<file path="config.mk">
export PLATFORM = sky130hd
export DESIGN_NAME = prc_top
export DESIGN_NICKNAME = d
export VERILOG_FILES = /design/src/rtl/prc_pkg.sv /design/src/rtl/prc_decode.sv /design/src/rtl/prc_err_cnt.sv /design/src/rtl/prc_sched.sv /design/src/rtl/prc_top.sv
export SDC_FILE = /design/constraint.sdc
export NUM_CORES = 1
export LEC_CHECK = 0
export BUFFER_PORTS_ARGS = -buffer_cell sky130_fd_sc_hd__buf_4
export CORE_MARGIN = 1.5
export CORE_UTILIZATION = 47
export CTS_BUF_LIST = sky130_fd_sc_hd__clkbuf_16
export CTS_CLUSTER_DIAMETER = 200
export DETAILED_ROUTE_END_ITERATION = 8
export PLACE_DENSITY = 0.8
export SLEW_MARGIN = 20
export SYNTH_ARGS = -nofsm -noshare
export SYNTH_HDL_FRONTEND = slang
export SYNTH_SLANG_ARGS = --single-unit
export TNS_END_PERCENT = 10
</file>
<file path="constraint.sdc">
create_clock -name clk_i -period 1.6 [get_ports clk_i]
set_input_delay 0.32 -clock clk_i [delete_from_list [all_inputs] [get_ports clk_i]]
set_output_delay 0.32 -clock clk_i [all_outputs]
set_load 0.1 [all_outputs]
</file>
<file path="src/rtl/prc_pkg.sv">
package prc_pkg;
  localparam int RES_W   = 5;
  localparam int RES_ACK = 0;
  localparam int RES_NAK = 1;
  localparam int RES_STL = 2;
  localparam int RES_OVR = 3;
  localparam int RES_XER = 4;

  typedef enum logic [1:0] {
    CNT_HOLD = 2'd0,
    CNT_CLR  = 2'd1,
    CNT_INC  = 2'd2
  } cnt_op_e;

  typedef struct packed {
    logic    done;
    logic    dealloc;
    logic    rewind;
    logic    sched;
    cnt_op_e cnt_op;
    logic    mask_set;
    logic    mask_clr;
  } action_t;
endpackage

</file>
<file path="src/rtl/prc_decode.sv">
module prc_decode
  import prc_pkg::*;
#(
  parameter int CNT_W     = 2,
  parameter int ERR_LIMIT = 2
) (
  input  logic [RES_W-1:0] res_i,
  input  logic [CNT_W-1:0] cnt_i,
  output action_t          act_o
);
  localparam logic [CNT_W-1:0] LIMIT = CNT_W'(ERR_LIMIT);

  // fixed priority: STALL > NAK/overrun > xact error > ACK
  always_comb begin
    act_o        = '0;
    act_o.cnt_op = CNT_HOLD;
    if (res_i[RES_STL]) begin
      act_o.done     = 1'b1;
      act_o.dealloc  = 1'b1;
      act_o.cnt_op   = CNT_CLR;
      act_o.mask_set = 1'b1;
    end else if (res_i[RES_NAK] || res_i[RES_OVR]) begin
      act_o.mask_set = 1'b1;
      act_o.rewind   = 1'b1;
      act_o.sched    = 1'b1;
      if (res_i[RES_NAK]) act_o.cnt_op = CNT_CLR;
    end else if (res_i[RES_XER]) begin
      if (cnt_i >= LIMIT) begin
        act_o.dealloc = 1'b1;
      end else begin
        act_o.cnt_op   = CNT_INC;
        act_o.rewind   = 1'b1;
        act_o.mask_clr = 1'b1;
        act_o.sched    = 1'b1;
      end
    end else if (res_i[RES_ACK]) begin
      act_o.cnt_op   = CNT_CLR;
      act_o.mask_set = 1'b1;
    end
  end
endmodule

</file>
<file path="src/rtl/prc_err_cnt.sv">
module prc_err_cnt
  import prc_pkg::*;
#(
  parameter int CNT_W     = 2,
  parameter int ERR_LIMIT = 2
) (
  input  logic             clk_i,
  input  logic             rst_ni,
  input  logic             clr_i,
  input  cnt_op_e          op_i,
  input  logic             mask_set_i,
  input  logic             mask_clr_i,
  output logic [CNT_W-1:0] cnt_o,
  output logic             mask_o
);
  localparam logic [CNT_W-1:0] LIMIT = CNT_W'(ERR_LIMIT);

  always_ff @(posedge clk_i or negedge rst_ni) begin
    if (!rst_ni) begin
      cnt_o  <= '0;
      mask_o <= 1'b1;
    end else if (clr_i) begin
      cnt_o  <= '0;
      mask_o <= 1'b1;
    end else begin
      unique case (op_i)
        CNT_CLR:  cnt_o <= '0;
        CNT_INC:  cnt_o <= cnt_o + 1'b1;
        default:  cnt_o <= cnt_o;
      endcase
      if (mask_set_i)      mask_o <= 1'b1;
      else if (mask_clr_i) mask_o <= 1'b0;
    end
  end


  inc_step_chk: assert property (@(posedge clk_i) disable iff (!rst_ni)
    (op_i == CNT_INC && !clr_i) |=> (cnt_o == $past(cnt_o) + 1'b1));

  no_overflow_chk: assert property (@(posedge clk_i) disable iff (!rst_ni)
    cnt_o <= LIMIT);
endmodule

</file>
<file path="src/rtl/prc_sched.sv">
module prc_sched #(
  parameter int IVL_W = 8
) (
  input  logic             clk_i,
  input  logic             rst_ni,
  input  logic             cancel_i,
  input  logic             load_i,
  input  logic [IVL_W-1:0] ivl_i,
  input  logic             sof_i,
  output logic             reinit_o
);
  localparam logic [IVL_W-1:0] ONE = IVL_W'(1);

  logic             pending_q;
  logic [IVL_W-1:0] remain_q;

  always_ff @(posedge clk_i or negedge rst_ni) begin
    if (!rst_ni) begin
      pending_q <= 1'b0;
      remain_q  <= '0;
      reinit_o  <= 1'b0;
    end else begin
      reinit_o <= 1'b0;
      if (cancel_i) begin
        pending_q <= 1'b0;
      end else if (load_i) begin
        if (ivl_i <= ONE) begin
          reinit_o  <= 1'b1;
          pending_q <= 1'b0;
        end else begin
          pending_q <= 1'b1;
          remain_q  <= ivl_i - ONE;
        end
      end else if (pending_q && sof_i) begin
        if (remain_q == ONE) begin
          reinit_o  <= 1'b1;
          pending_q <= 1'b0;
        end else begin
          remain_q <= remain_q - ONE;
        end
      end
    end
  end


  wait_hold_chk: assert property (@(posedge clk_i) disable iff (!rst_ni)
    (pending_q && !sof_i && !load_i && !cancel_i) |=> (pending_q && $stable(remain_q) && !reinit_o));

  wait_step_chk: assert property (@(posedge clk_i) disable iff (!rst_ni)
    (pending_q && sof_i && !load_i && !cancel_i && remain_q > ONE) |=> (remain_q == $past(remain_q) - ONE));
endmodule

</file>
<file path="src/rtl/prc_top.sv">
module prc_top
  import prc_pkg::*;
#(
  parameter int IVL_W     = 8,
  parameter int ERR_LIMIT = 2,
  parameter int CNT_W     = $clog2(ERR_LIMIT + 1)
) (
  input  logic             clk_i,
  input  logic             rst_ni,
  input  logic             enable_i,
  input  logic [IVL_W-1:0] interval_i,
  input  logic             sof_i,
  input  logic             res_valid_i,
  input  logic [RES_W-1:0] res_i,
  output logic             ch_en_o,
  output logic             done_o,
  output logic             dealloc_o,
  output logic             rewind_o,
  output logic             reinit_o,
  output logic             ack_mask_o,
  output logic [CNT_W-1:0] err_cnt_o
);
  logic    take;
  action_t act_raw, act;

  assign take = res_valid_i && ch_en_o && !enable_i;

  prc_decode #(.CNT_W(CNT_W), .ERR_LIMIT(ERR_LIMIT)) u_dec (
    .res_i (res_i),
    .cnt_i (err_cnt_o),
    .act_o (act_raw)
  );

  always_comb begin
    act = act_raw;
    if (!take) begin
      act        = '0;
      act.cnt_op = CNT_HOLD;
    end
  end

  prc_err_cnt #(.CNT_W(CNT_W), .ERR_LIMIT(ERR_LIMIT)) u_cnt (
    .clk_i      (clk_i),
    .rst_ni     (rst_ni),
    .clr_i      (enable_i),
    .op_i       (act.cnt_op),
    .mask_set_i (act.mask_set),
    .mask_clr_i (act.mask_clr),
    .cnt_o      (err_cnt_o),
    .mask_o     (ack_mask_o)
  );

  prc_sched #(.IVL_W(IVL_W)) u_sched (
    .clk_i    (clk_i),
    .rst_ni   (rst_ni),
    .cancel_i (enable_i || act.dealloc),
    .load_i   (act.sched),
    .ivl_i    (interval_i),
    .sof_i    (sof_i),
    .reinit_o (reinit_o)
  );

  always_ff @(posedge clk_i or negedge rst_ni) begin
    if (!rst_ni) begin
      ch_en_o   <= 1'b0;
      done_o    <= 1'b0;
      dealloc_o <= 1'b0;
      rewind_o  <= 1'b0;
    end else begin
      done_o    <= act.done;
      dealloc_o <= act.dealloc;
      rewind_o  <= act.rewind;
      if (enable_i)         ch_en_o <= 1'b1;
      else if (act.dealloc) ch_en_o <= 1'b0;
    end
  end


  done_dealloc_chk: assert property (@(posedge clk_i) disable iff (!rst_ni)
    done_o |-> (dealloc_o && !ch_en_o));

  rewind_excl_chk: assert property (@(posedge clk_i) disable iff (!rst_ni)
    !(rewind_o && dealloc_o));

  idle_quiet_chk: assert property (@(posedge clk_i) disable iff (!rst_ni)
    (!ch_en_o && !enable_i) |=> (!ch_en_o && !rewind_o && !reinit_o && !dealloc_o));

  enable_chk: assert property (@(posedge clk_i) disable iff (!rst_ni)
    enable_i |=> (ch_en_o && ack_mask_o && err_cnt_o == '0 && !dealloc_o));
endmodule

</file>
Yosys cells after proc, flatten, opt, wreduce, memory -nomap -nowiden
Index checks and enable logic that the tools add are counted.
{ "classes": {"order_cmp": 2, "n_mux": 39, "n_reduce_logical": 14, "bitwise_logic": 1, "eq_ne": 5, "addsub": 3} }
{ "ops": {"columns": ["op", "count"], "rows": [
  ["$mux W8", 5],
  ["$mux W1", 25],
  ["$sub A8 B1 Y8 const B", 2],
  ["$reduce_bool A3 Y1", 4],
  ["$eq A8 B1 Y1 const B", 1],
  ["$le A8 B1 Y1 const B", 1],
  ["$mux W2", 4],
  ["$mux W3", 2],
  ["$mux W5", 1],
  ["$mux W4", 1],
  ["$ne A2 B2 Y1 const B", 2],
  ["$pmux W2 S2", 1],
  ["$reduce_and A4 Y1", 1],
  ["$reduce_bool A2 Y1", 2],
  ["$logic_and A1 B1 Y1", 3],
  ["$add A2 B1 Y2 const B", 1],
  ["$eq A2 B1 Y1 const B", 1],
  ["$eq A2 B2 Y1 const B", 1],
  ["$ge A2 B2 Y1 const B", 1],
  ["$logic_or A1 B1 Y1", 2],
  ["$reduce_and A2 Y1", 1],
  ["$logic_not A1 Y1", 1],
  ["$not A1 Y1", 1]
]} }
{ "word_totals": {"wordCells": 73, "in_bits": 18, "out_inout_bits": 8, "regBits": 17} }

Longest topological paths before layout
Gate-level depths: netlist of the first run.
{ "logic_depth": {"ltp_word": 9, "mapped_depth": 8, "ltp_nobuf": 7} }

Hierarchy
Synthesis of the first run repeated with hierarchy kept, for this count alone.
{ "unflattened": {"hier_cells": 140, "hier_area_um2": 1288.7} }
{ "modules_own_cells": {"columns": ["module", "area_each_um2", "n_inst", "seq_area_each_um2", "cells_each"], "rows": [
  ["prc_sched", 872.1, 1, 250.2, 97],
  ["prc_top", 183.9, 1, 100.1, 16],
  ["prc_err_cnt", 148.9, 1, 76.3, 15],
  ["prc_decode", 83.8, 1, 0.0, 12]
]} }

Worst setup path after synthesis of the first run
No wires, ideal clock.
{ "synth_timing": {"kind": "reg-to-reg", "from": "register ch_en_o", "to": "register u_sched.remain_q[3]", "synth_period_minus_slack_ps": 2182, "path_buffers": 1, "setup_slack_ps": -582, "setup_ps": 121, "required_ps": 1479, "arrival_time_ps": 2061, "path_stages_with_launch": 7, "path_cell_list": "dfrtp_1 nand4bb_4 a21o_1 buf_6 a21oi_2 nand3_1 a22o_1"} }
{ "synth_via": {"elab_chain_cells": 6, "word_cells_on_any_way": 10, "classes_between": "2 x eq/ne; 2 x mux; 1 x bitwise; 5 x reduce/logical"} }
{ "synth_rtl": {"columns": ["item", "line", "text"], "rows": [
  ["from (decl)", "prc_top.sv:15", "output logic ch_en_o,"],
  ["from (signal assigned)", "prc_top.sv:65", "ch_en_o <= 1'b0;"],
  ["from (signal assigned)", "prc_top.sv:73", "if (enable_i) ch_en_o <= 1'b1;"],
  ["from (signal assigned)", "prc_top.sv:74", "else if (act.dealloc) ch_en_o <= 1'b0;"],
  ["$logic_and A1 B1 Y1 * (2 in a row)", "prc_top.sv:26", "assign take = res_valid_i && ch_en_o && !enable_i;"],
  ["$mux W8 *", "prc_top.sv:36", "if (!take) begin"],
  ["parallel branches: the longest is 3 deep, another holds $reduce_and A4 Y1", null, null],
  ["to (signal assigned)", "prc_sched.sv:32", "remain_q <= ivl_i - ONE;"],
  ["to (signal assigned)", "prc_sched.sv:39", "remain_q <= remain_q - ONE;"],
  ["to (decl)", "prc_sched.sv:15", "logic [IVL_W-1:0] remain_q;"]
]} }
Every way passes the cells marked *.
A chain may end at the register's enable or synchronous reset.

Worst setup path in the final report of the first run
{ "layout_timing": {"from": "register u_sched.remain_q[2]", "to": "register u_sched.remain_q[7]"} }
{ "layout_via": {"elab_chain_cells": 4, "word_cells_on_any_way": 7, "classes_between": "1 x add/sub; 2 x eq/ne; 3 x mux; 1 x reduce/logical"} }
{ "layout_rtl": {"columns": ["item", "line", "text"], "rows": [
  ["$sub A8 B1 Y8", "prc_sched.sv:39", null],
  ["$mux W8", "prc_sched.sv:35", "if (remain_q == ONE) begin"],
  ["$mux W8", "prc_sched.sv:34", "end else if (pending_q && sof_i) begin"],
  ["$mux W8", "prc_sched.sv:26", "end else if (load_i) begin"]
]} }
Parallel ways exist; a longest one is shown, timed or not. The select of a mux whose other input is x is not followed.

==> impl_metrics.tcl, run 1 <==
set metrics [dict create \
    finalCritPeriodShare_pct 113 \
    yosysSeqAreaShare_pct 37.6 \
    dpl.hpwl_mm 2.73 \
    synth_seq_cells 17 \
    status "complete, but fails checks" \
    grt_pass1_wl_mm 5.80 \
    worst_hold_slack_ps 397 \
    peakVddDrop_mv 0.995 \
    start_util_pct 50.3 \
    violations "setup timing" \
    gp_congestion 0.936 \
    path_class "reg -> reg" \
    rows 17 \
    antennaDiodeCount 0 \
    rr_worst_depth 5 \
    timing.final.max_slew_violations 0 \
    synth.distinct_cells 40 \
    cts.path.max_buffers 2 \
    clk_latency_ps 250 \
    path_common_cell "or3_4" \
    rsz0062_at_grt "true" \
    worst_slack_ps -206 \
    synth_top_area_share_pct 35.3 \
    critPathSlowestCell "dfrtp_1" \
    vias 1317 \
    grt_antenna_before_repair 0 \
    synthTopCellsByArea "dfrtp_1 35%, nor2_1 6.0%, ha_1 4.4%, nand2_1 3.6%, a31oi_1 3.3%" \
    critical_path_depth 5 \
    power.total_mw 2.06 \
    path_buf_inv 0 \
    syn2layout_area_growth_pct 54.0 \
    path_cells "or3_4 -> or3_4 -> or3_4 -> o22ai_2 -> a21oi_1" \
    cts_setup_buffers 0 \
    cts_buffers 3 \
    nets 211 \
    max_slew_margin_pct 77.5 \
    crit_fanout 4 \
    maxCapViolCount 0 \
    root_buffer "clkbuf_16" \
    worstPathArrival_ps 1920 \
    cp-start-kind "flop" \
    wl_per_cell_um 17.1 \
    hold_depth 3 \
    fin_worst_skew_ps 2.71 \
    drcViolationCount 0 \
    hold_class "in -> reg" \
    p_leak_nw 0.802 \
    grt_util_all_layers_pct 29.0 \
    synth.avg_cell_area_um2 8.80 \
    postRouteAntennaNets 0 \
    clk_pin_slew_ps 50 \
    powerDensity_nw_per_um2 1180 \
    dieWidth_um 52.1 \
    synth_fp_nets 151 \
    fin_crit_ps 1810 \
    pin_count 26 \
    cpPeakStageDelay_ps 420 \
    coreArea_um2 2250 \
    grt_max_degree 18 \
    htree_levels 1 \
    async_flop_share_pct 100 \
    grt_pass1_vias 1265 \
    final_common_cell "buf_4" \
    drtIter0Drc 80 \
    drt-total-wl_mm 3.69 \
    dominantRegCellSynth "dfrtp_1" \
    synth_warnings 0 \
    cts.sinks 17 \
    hold_viol 0 \
    critPathRequiredTime_ps 1720 \
    layout_common_cells "57 x buf_4, 17 x nor2_1, 14 x dfrtp_1" \
    cts_tree "yes" \
    synth_edf_count 0 \
    timing.fmax_mhz 554 \
    layout-drive-gt1-share_pct 43.1 \
    cp-end-kind "flop" \
    synthCells 129 \
    grt_overflow 0 \
    port_buffers 25 \
    cp_top_family "simple AND/OR/NAND/NOR gates" \
    synth_area_um2 1130 \
    dieHeight_um 52.1 \
    synth_top_cell_by_area "dfrtp_1" \
    drt-pass1-iter-count 7 \
    preCtsSetupSlack_ps -201 \
    die_area_um2 2720 \
    tightest_slew_ps 334 \
    viasPerCell 6.10 \
    finalSetupViolations 9 \
]
routing by layer:
| metal | global-route usage (%) | vias up | wire (µm) | part of all wire (%) |
|---|---|---|---|---|
| li1 | - | 592 | - | - |
| met1 | 35.7 | 642 | 1470 | 40 |
| met2 | 50.8 | 73 | 1880 | 51 |
| met3 | 7.18 | 10 | 304 | 8.2 |
| met4 | 6.41 | 0 | 35 | 0.95 |
| met5 | 0 | - | 0 | 0 |
cell usage after synthesis, types with 2 or more instances:
library cell / number
nor3b_1: 4
nand3_1: 5
or3_4: 2
nor2_1: 18
inv_1: 5
a21oi_1: 6
nand4_1: 2
nor3_1: 7
xor2_1: 2
dfrtp_1: 16
o22a_1: 2
buf_2: 2
xnor2_1: 4
or3_1: 2
a31oi_1: 6
o21ai_0: 5
nand2_1: 11
o22ai_1: 3
nor4_1: 2
ha_1: 4
a21o_1: 2
worst paths after layout:
check | start | end | slack, ps
hold reg to reg | u_cnt.cnt_o[0] | u_cnt.cnt_o[0] | 580
setup reg to reg | u_sched.remain_q[2] | u_sched.remain_q[7] | -210
max in group asynchronous | rst_ni | u_cnt.mask_o | 870
hold / removal | enable_i | u_cnt.cnt_o[0] | 400
min in group asynchronous | rst_ni | u_sched.reinit_o | 480
setup / recovery | u_sched.remain_q[2] | u_sched.remain_q[7] | -210
per-stage QoR:
step | instance area (µm²) | utilization [%] | instances | setup TNS (ps)
6_report | 1750 | 77.5 | 216 | -950
5_1_grt | 1750 | 77.5 | 216 | -1420
4_1_cts | 1710 | 75.7 | 216 | -973
3_3_place_gp | 1610 | 71.3 | 211 | -1320
3_5_place_dp | 1610 | 71.3 | 211 | -1780
2_1_floorplan | 1170 | - | 129 | -1250
kinds of logic (layout without fill, tap and decap cells):
kind of cell	count (synthesis)	count (layout)	synth area share (%)
AO/OA/AOI/OAI	32	32	18.2
adder cells (fa/ha/maj)	4	4	4.41
buffers and inverters	9	68	3.86
flip-flops	17	17	37.6
XOR/XNOR	6	6	4.63
multiplexers	3	3	3.53
AND/OR/NAND/NOR	58	58	27.8
where the power goes:
group	switching, mW	internal (mW)	total, mW
registers	0.113	0.537	0.650
clock network	0.150	0.331	0.481
logic	0.481	0.452	0.933
total	0.745	1.32	2.06
sequential cells by signal, indices dropped and copies added (netlist names):
signal	cells
done_o	1
u_sched.pending_q	1
u_cnt.cnt_o	2
u_sched.remain_q	8
u_cnt.mask_o	1
ch_en_o	1
rewind_o	1
dealloc_o	1
u_sched.reinit_o	1
final cells by class:
cell class	count	area (µm²)
Inverter	6	22.5
Clock buffer	3	75.1
Sequential cell	17	434
Timing Repair Buffer	58	438
Fill cell	149	507
Clock inverter	1	3.75
Multi-Input combinational cell	103	739
Tap cell	28	35.0
worst reg2reg max path: stages, from the launching register on:
cell,delay (ps)
dfrtp_1,420
or3_4,350
or3_4,340
or3_4,330
o22ai_2,150
a21oi_1,90
repair_timing:
item	CTS	global route
hold buffers	1	0
endpoints found under the hold margin	16	0
endpoints found under the setup margin	10	11
gates resized for setup	2	8
pin swaps	1	1
Note: power is estimated with default switching activity, not from simulation.
==> run 2, diff against run 1 <==
CELL_PAD_IN_SITES_DETAIL_PLACEMENT = 1   (was unset)
CELL_PAD_IN_SITES_GLOBAL_PLACEMENT = 1   (was unset)
CORE_UTILIZATION = 35   (was 47)
TNS_END_PERCENT = 100   (was 10)
==> impl_metrics.tcl, run 2 (synthesis results as in run 1) <==
set metrics [dict create \
    dieWidth_um 59.9 \
    drtIter0Drc 84 \
    grt_antenna_before_repair 0 \
    wl_per_cell_um 22.4 \
    clkPwrFrac_pct 22.2 \
    gp_congestion 0.887 \
    grt_pass1_wl_mm 7.03 \
    preCtsSetupSlack_ps -325 \
    finalSetupViolations 9 \
    multi_input_area_um2 822 \
    cpPeakStageDelay_ps 450 \
    largest_reg_flops 8 \
    crit_start "u_sched.remain_q[2]" \
    rows 20 \
    switching_share_pct 39.9 \
    worstPathArrival_ps 1980 \
    cp-start-kind "flop" \
    postRouteAntennaNets 0 \
    fill_cells 355 \
    port_buffers 25 \
    layout_common_cells "61 x buf_4, 17 x nor2_1, 13 x dfrtp_1" \
    reg2reg_from "u_sched.remain_q[2]" \
    seq_area_um2 435 \
    critPathRequiredTime_ps 1730 \
    start_util_pct 36.9 \
    timing.fmax_mhz 541 \
    tightest_slew_ps 389 \
    grt_pass1_vias 1404 \
    powerDensity_nw_per_um2 1230 \
    layout-drive-gt1-share_pct 51.5 \
    p_int_mw 1.43 \
    finalCritPeriodShare_pct 116 \
    pin_count 26 \
    path_class "reg -> reg" \
    cts_tree "yes" \
    hold_viol 0 \
    nets 219 \
    final_util_pct 62.6 \
    rsz0062_at_grt "true" \
    p_seq_share_pct 28.3 \
    drt-total-wl_mm 5.38 \
    grt_util_all_layers_pct 27.5 \
    critPathSlowestCell "dfrtp_2" \
    p_switching_mw 0.950 \
    grt_overflow 0 \
    path_cells "or3_4 -> or3_4 -> or3_4 -> o22ai_2 -> a21oi_2" \
    combPwrFrac_pct 49.5 \
    grt_max_degree 18 \
    hold_class "in -> reg" \
    drcViolationCount 0 \
    regMostFlops "u_sched.remain_q" \
    coreArea_um2 3080 \
    fin_crit_ps 1850 \
    dieHeight_um 59.9 \
    antennaDiodeCount 0 \
    drt-pass1-iter-count 4 \
    power.total_mw 2.38 \
    status "complete, but fails checks" \
    viasPerCell 5.68 \
    root_buffer "clkbuf_16" \
    fin_worst_skew_ps 2.24 \
    instances_no_fill 240 \
    fin_tns_setup_ps -1180 \
    violations "setup timing" \
    cts.sinks 17 \
    path_common_cell "or3_4" \
    die_area_um2 3590 \
    crit_fanout 3 \
    htree_levels 1 \
    clk_latency_ps 250 \
    timing.final.max_slew_violations 0 \
    clk_pin_slew_ps 60 \
    worst_slack_ps -250 \
    max_slew_margin_pct 73.9 \
    place_inst 228 \
    dpl.hpwl_mm 3.28 \
    maxCapViolCount 0 \
    syn2layout_area_growth_pct 69.9 \
    vias 1364 \
    worstHoldStart "enable_i" \
    largest_registers "u_sched.remain_q x8, u_cnt.cnt_o x2" \
    cp-end-kind "flop" \
    peakVddDrop_mv 0.864 \
    cts.path.max_buffers 2 \
    cts_buffers 3 \
    p_leak_nw 0.864 \
    final_common_cell "buf_4" \
]
[run 2: cell types whose count changed in the layout (fill, tap and decap cells not counted), sizes merged]
cell / delta
inv: -1
buf: +8
clkinv: +1
[run 2: metrics by stage]
step                area (µm²)  hold slack (ps)
detailed placement        1640              201
global placement          1640              198
finish                    1930              401
CTS                       1770              388
global route              1930              406
floorplan                 1170             24.4
[run 2: power groups by stage]
| stage | clock network [mW] | logic (mW) | registers [mW] |
|---|---|---|---|
| 2_1_floorplan | 0 | 0.394 | 0.665 |
| 3_3_place_gp | 0 | 0.803 | 0.621 |
| 3_5_place_dp | 0 | 0.877 | 0.640 |
| 4_1_cts | 0.522 | 0.937 | 0.643 |
| 5_1_grt | 0.547 | 1.24 | 0.680 |
| 6_report | 0.528 | 1.18 | 0.674 |
[run 2: critical path, delay by kind of cell, from the launching register on]
family           cells  cell delay (ps)
flip-flops           1              450
AO/OA/AOI/OAI        2              250
AND/OR/NAND/NOR      3             1030
[run 2: worst paths after layout]
path,to,cells past startpoint,slack (ps)
max reg2reg,u_sched.remain_q[7],5,-250
max,u_sched.remain_q[7],5,-250
min,u_cnt.cnt_o[0],3,400
min reg2reg,u_sched.pending_q,2,570
min in group asynchronous,ch_en_o,2,470
max in group asynchronous,u_cnt.mask_o,2,870
[run 2: layout make-up]
class | instances | share of cell area (%)
Clock buffer | 3 | 3.89
Clock inverter | 1 | 0.260
Inverter | 6 | 1.17
Multi-Input combinational cell | 103 | 42.6
Timing Repair Buffer | 66 | 26.6
Sequential cell | 17 | 22.6
Tap cell | 44 | 2.86
[run 2: repair_timing]
| action | CTS | global route |
|---|---|---|
| hold buffers | 1 | 0 |
| setup endpoints to repair | 11 | 10 |
| hold endpoints to repair | 16 | 0 |
| resized for setup | 7 | 26 |
| pin swaps | 2 | 8 |
| setup buffers | 2 | 6 |
[run 2: per-layer routing]
layer,vias up,global-route usage (%),part of all wire [%]
met3,12,5.63,4.6
li1,601,-,-
met5,-,0,0
met2,50,49.1,53
met1,701,32.3,40
met4,0,9.84,2.6
==> run 3, diff against run 2 <==
RECOVER_POWER = 25   (was unset)
SKIP_LAST_GASP = 1   (was unset)
==> impl_metrics.tcl, run 3 (synthesis results as in run 1) <==
set metrics [dict create \
    p_leak_nw 0.860 \
    layout_common_cells "60 x buf_4, 17 x nor2_1, 13 x dfrtp_1" \
    peakVddDrop_mv 0.864 \
    maxCapViolCount 0 \
    vias 1364 \
    seq_area_um2 435 \
    coreArea_um2 3080 \
    antennaDiodeCount 0 \
    fin_crit_ps 1850 \
    start_util_pct 36.9 \
    max_slew_margin_pct 35.8 \
    violations "setup timing" \
    grt_max_degree 18 \
    timing.fmax_mhz 541 \
    final_common_cell "buf_4" \
    timing.final.max_slew_violations 0 \
    drcViolationCount 0 \
    hold_viol 0 \
    drt-pass1-iter-count 4 \
    grt_overflow 0 \
    rsz0062_at_grt "true" \
    clk_pin_slew_ps 60 \
    dpl.hpwl_mm 3.28 \
    crit_fanout 3 \
    cts.path.max_buffers 2 \
    grt_pass1_vias 1404 \
    layout-drive-gt1-share_pct 51.0 \
    wl_per_cell_um 22.4 \
    largest_reg_flops 8 \
    dieHeight_um 59.9 \
    drt-total-wl_mm 5.38 \
    finalCritPeriodShare_pct 116 \
    grt_util_all_layers_pct 27.5 \
    status "complete, but fails checks" \
    root_buffer "clkbuf_16" \
    dieWidth_um 59.9 \
    grt_antenna_before_repair 0 \
    fin_tns_setup_ps -1180 \
    hold_class "in -> reg" \
    postRouteAntennaNets 0 \
    cp-end-kind "flop" \
    finalSetupViolations 9 \
    preCtsSetupSlack_ps -325 \
    clk_latency_ps 250 \
    rows 20 \
    die_area_um2 3590 \
    grt_pass1_wl_mm 7.03 \
    cts_tree "yes" \
    worstPathArrival_ps 1980 \
    tightest_slew_ps 964 \
    regMostFlops "u_sched.remain_q" \
    powerDensity_nw_per_um2 1240 \
    htree_levels 1 \
    cts.sinks 17 \
    critPathRequiredTime_ps 1730 \
    largest_registers "u_sched.remain_q x8, u_cnt.cnt_o x2" \
    multi_input_area_um2 822 \
    fin_worst_skew_ps 2.24 \
    viasPerCell 5.68 \
    drtIter0Drc 84 \
    path_class "reg -> reg" \
    worst_slack_ps -250 \
    cp-start-kind "flop" \
    syn2layout_area_growth_pct 69.6 \
    cts_buffers 3 \
    nets 219 \
    gp_congestion 0.887 \
    port_buffers 25 \
    fill_cells 357 \
    pin_count 26 \
]
==> run 3: timing repair <==
| item | CTS | global route |
|---|---|---|
| buffers inserted | 2 | 6 |
| endpoints found under the setup margin | 11 | 10 |
| hold buffers | 1 | 0 |
| resized for setup | 7 | 26 |
| pin swaps | 2 | 8 |
| endpoints found under the hold margin | 16 | 0 |
==> run 3: final timing paths <==
| check | start | cells after the start | slack (ps) | end |
|---|---|---|---|---|
| min reg2reg | u_sched.pending_q | 2 | 570 | u_sched.pending_q |
| max reg2reg | u_sched.remain_q[2] | 5 | -250 | u_sched.remain_q[7] |
| min in group asynchronous | rst_ni | 2 | 740 | dealloc_o |
| min | enable_i | 3 | 400 | u_cnt.cnt_o[0] |
| max in group asynchronous | rst_ni | 2 | 170 | u_cnt.cnt_o[1] |
| max | u_sched.remain_q[2] | 5 | -250 | u_sched.remain_q[7] |
==> run 3: where the power goes <==
part           leakage (nW)  total [mW]  switching (mW)  internal, mW
registers             0.214       0.674           0.136         0.538
clock network        0.0409       0.528           0.193         0.336
logic                 0.606        1.18           0.622         0.554
==> run 3: worst max-delay path, stage by stage, from the launching register on <==
cell	delay, ps
dfrtp_2	450
or3_4	340
or3_4	350
or3_4	340
o22ai_2	170
a21oi_2	80
==> run 3: routing by layer <==
layer / vias to the layer above / share of wire, % / global-route usage, % / routed length (µm)
met2: 50 / 53 / 49.1 / 2840
met3: 12 / 4.5 / 5.63 / 242
met1: 701 / 40 / 32.3 / 2160
li1: 601 / - / - / -
met5: - / 0 / 0 / 0
met4: 0 / 2.6 / 9.84 / 139
==> run 3: final cells by class <==
cell class	count	area share (%)
Multi-Input combinational cell	103	42.7
Timing Repair Buffer	66	26.5
Sequential cell	17	22.6
Clock buffer	3	3.90
Tap cell	44	2.86
Inverter	6	1.17
Clock inverter	1	0.260
==> run 3: through the flow <==
step           utilization [%]  cell area (µm²)  instances  total power, mW  hold slack (ps)
4_1_cts                   57.6             1770        235             2.10              388
5_1_grt                   62.5             1920        240             2.47              406
3_5_place_dp              53.1             1640        228             1.52              201
2_1_floorplan                -             1170        129             1.06             24.4
6_report                  62.5             1920        240             2.38              401
3_3_place_gp              53.1             1640        228             1.42              198
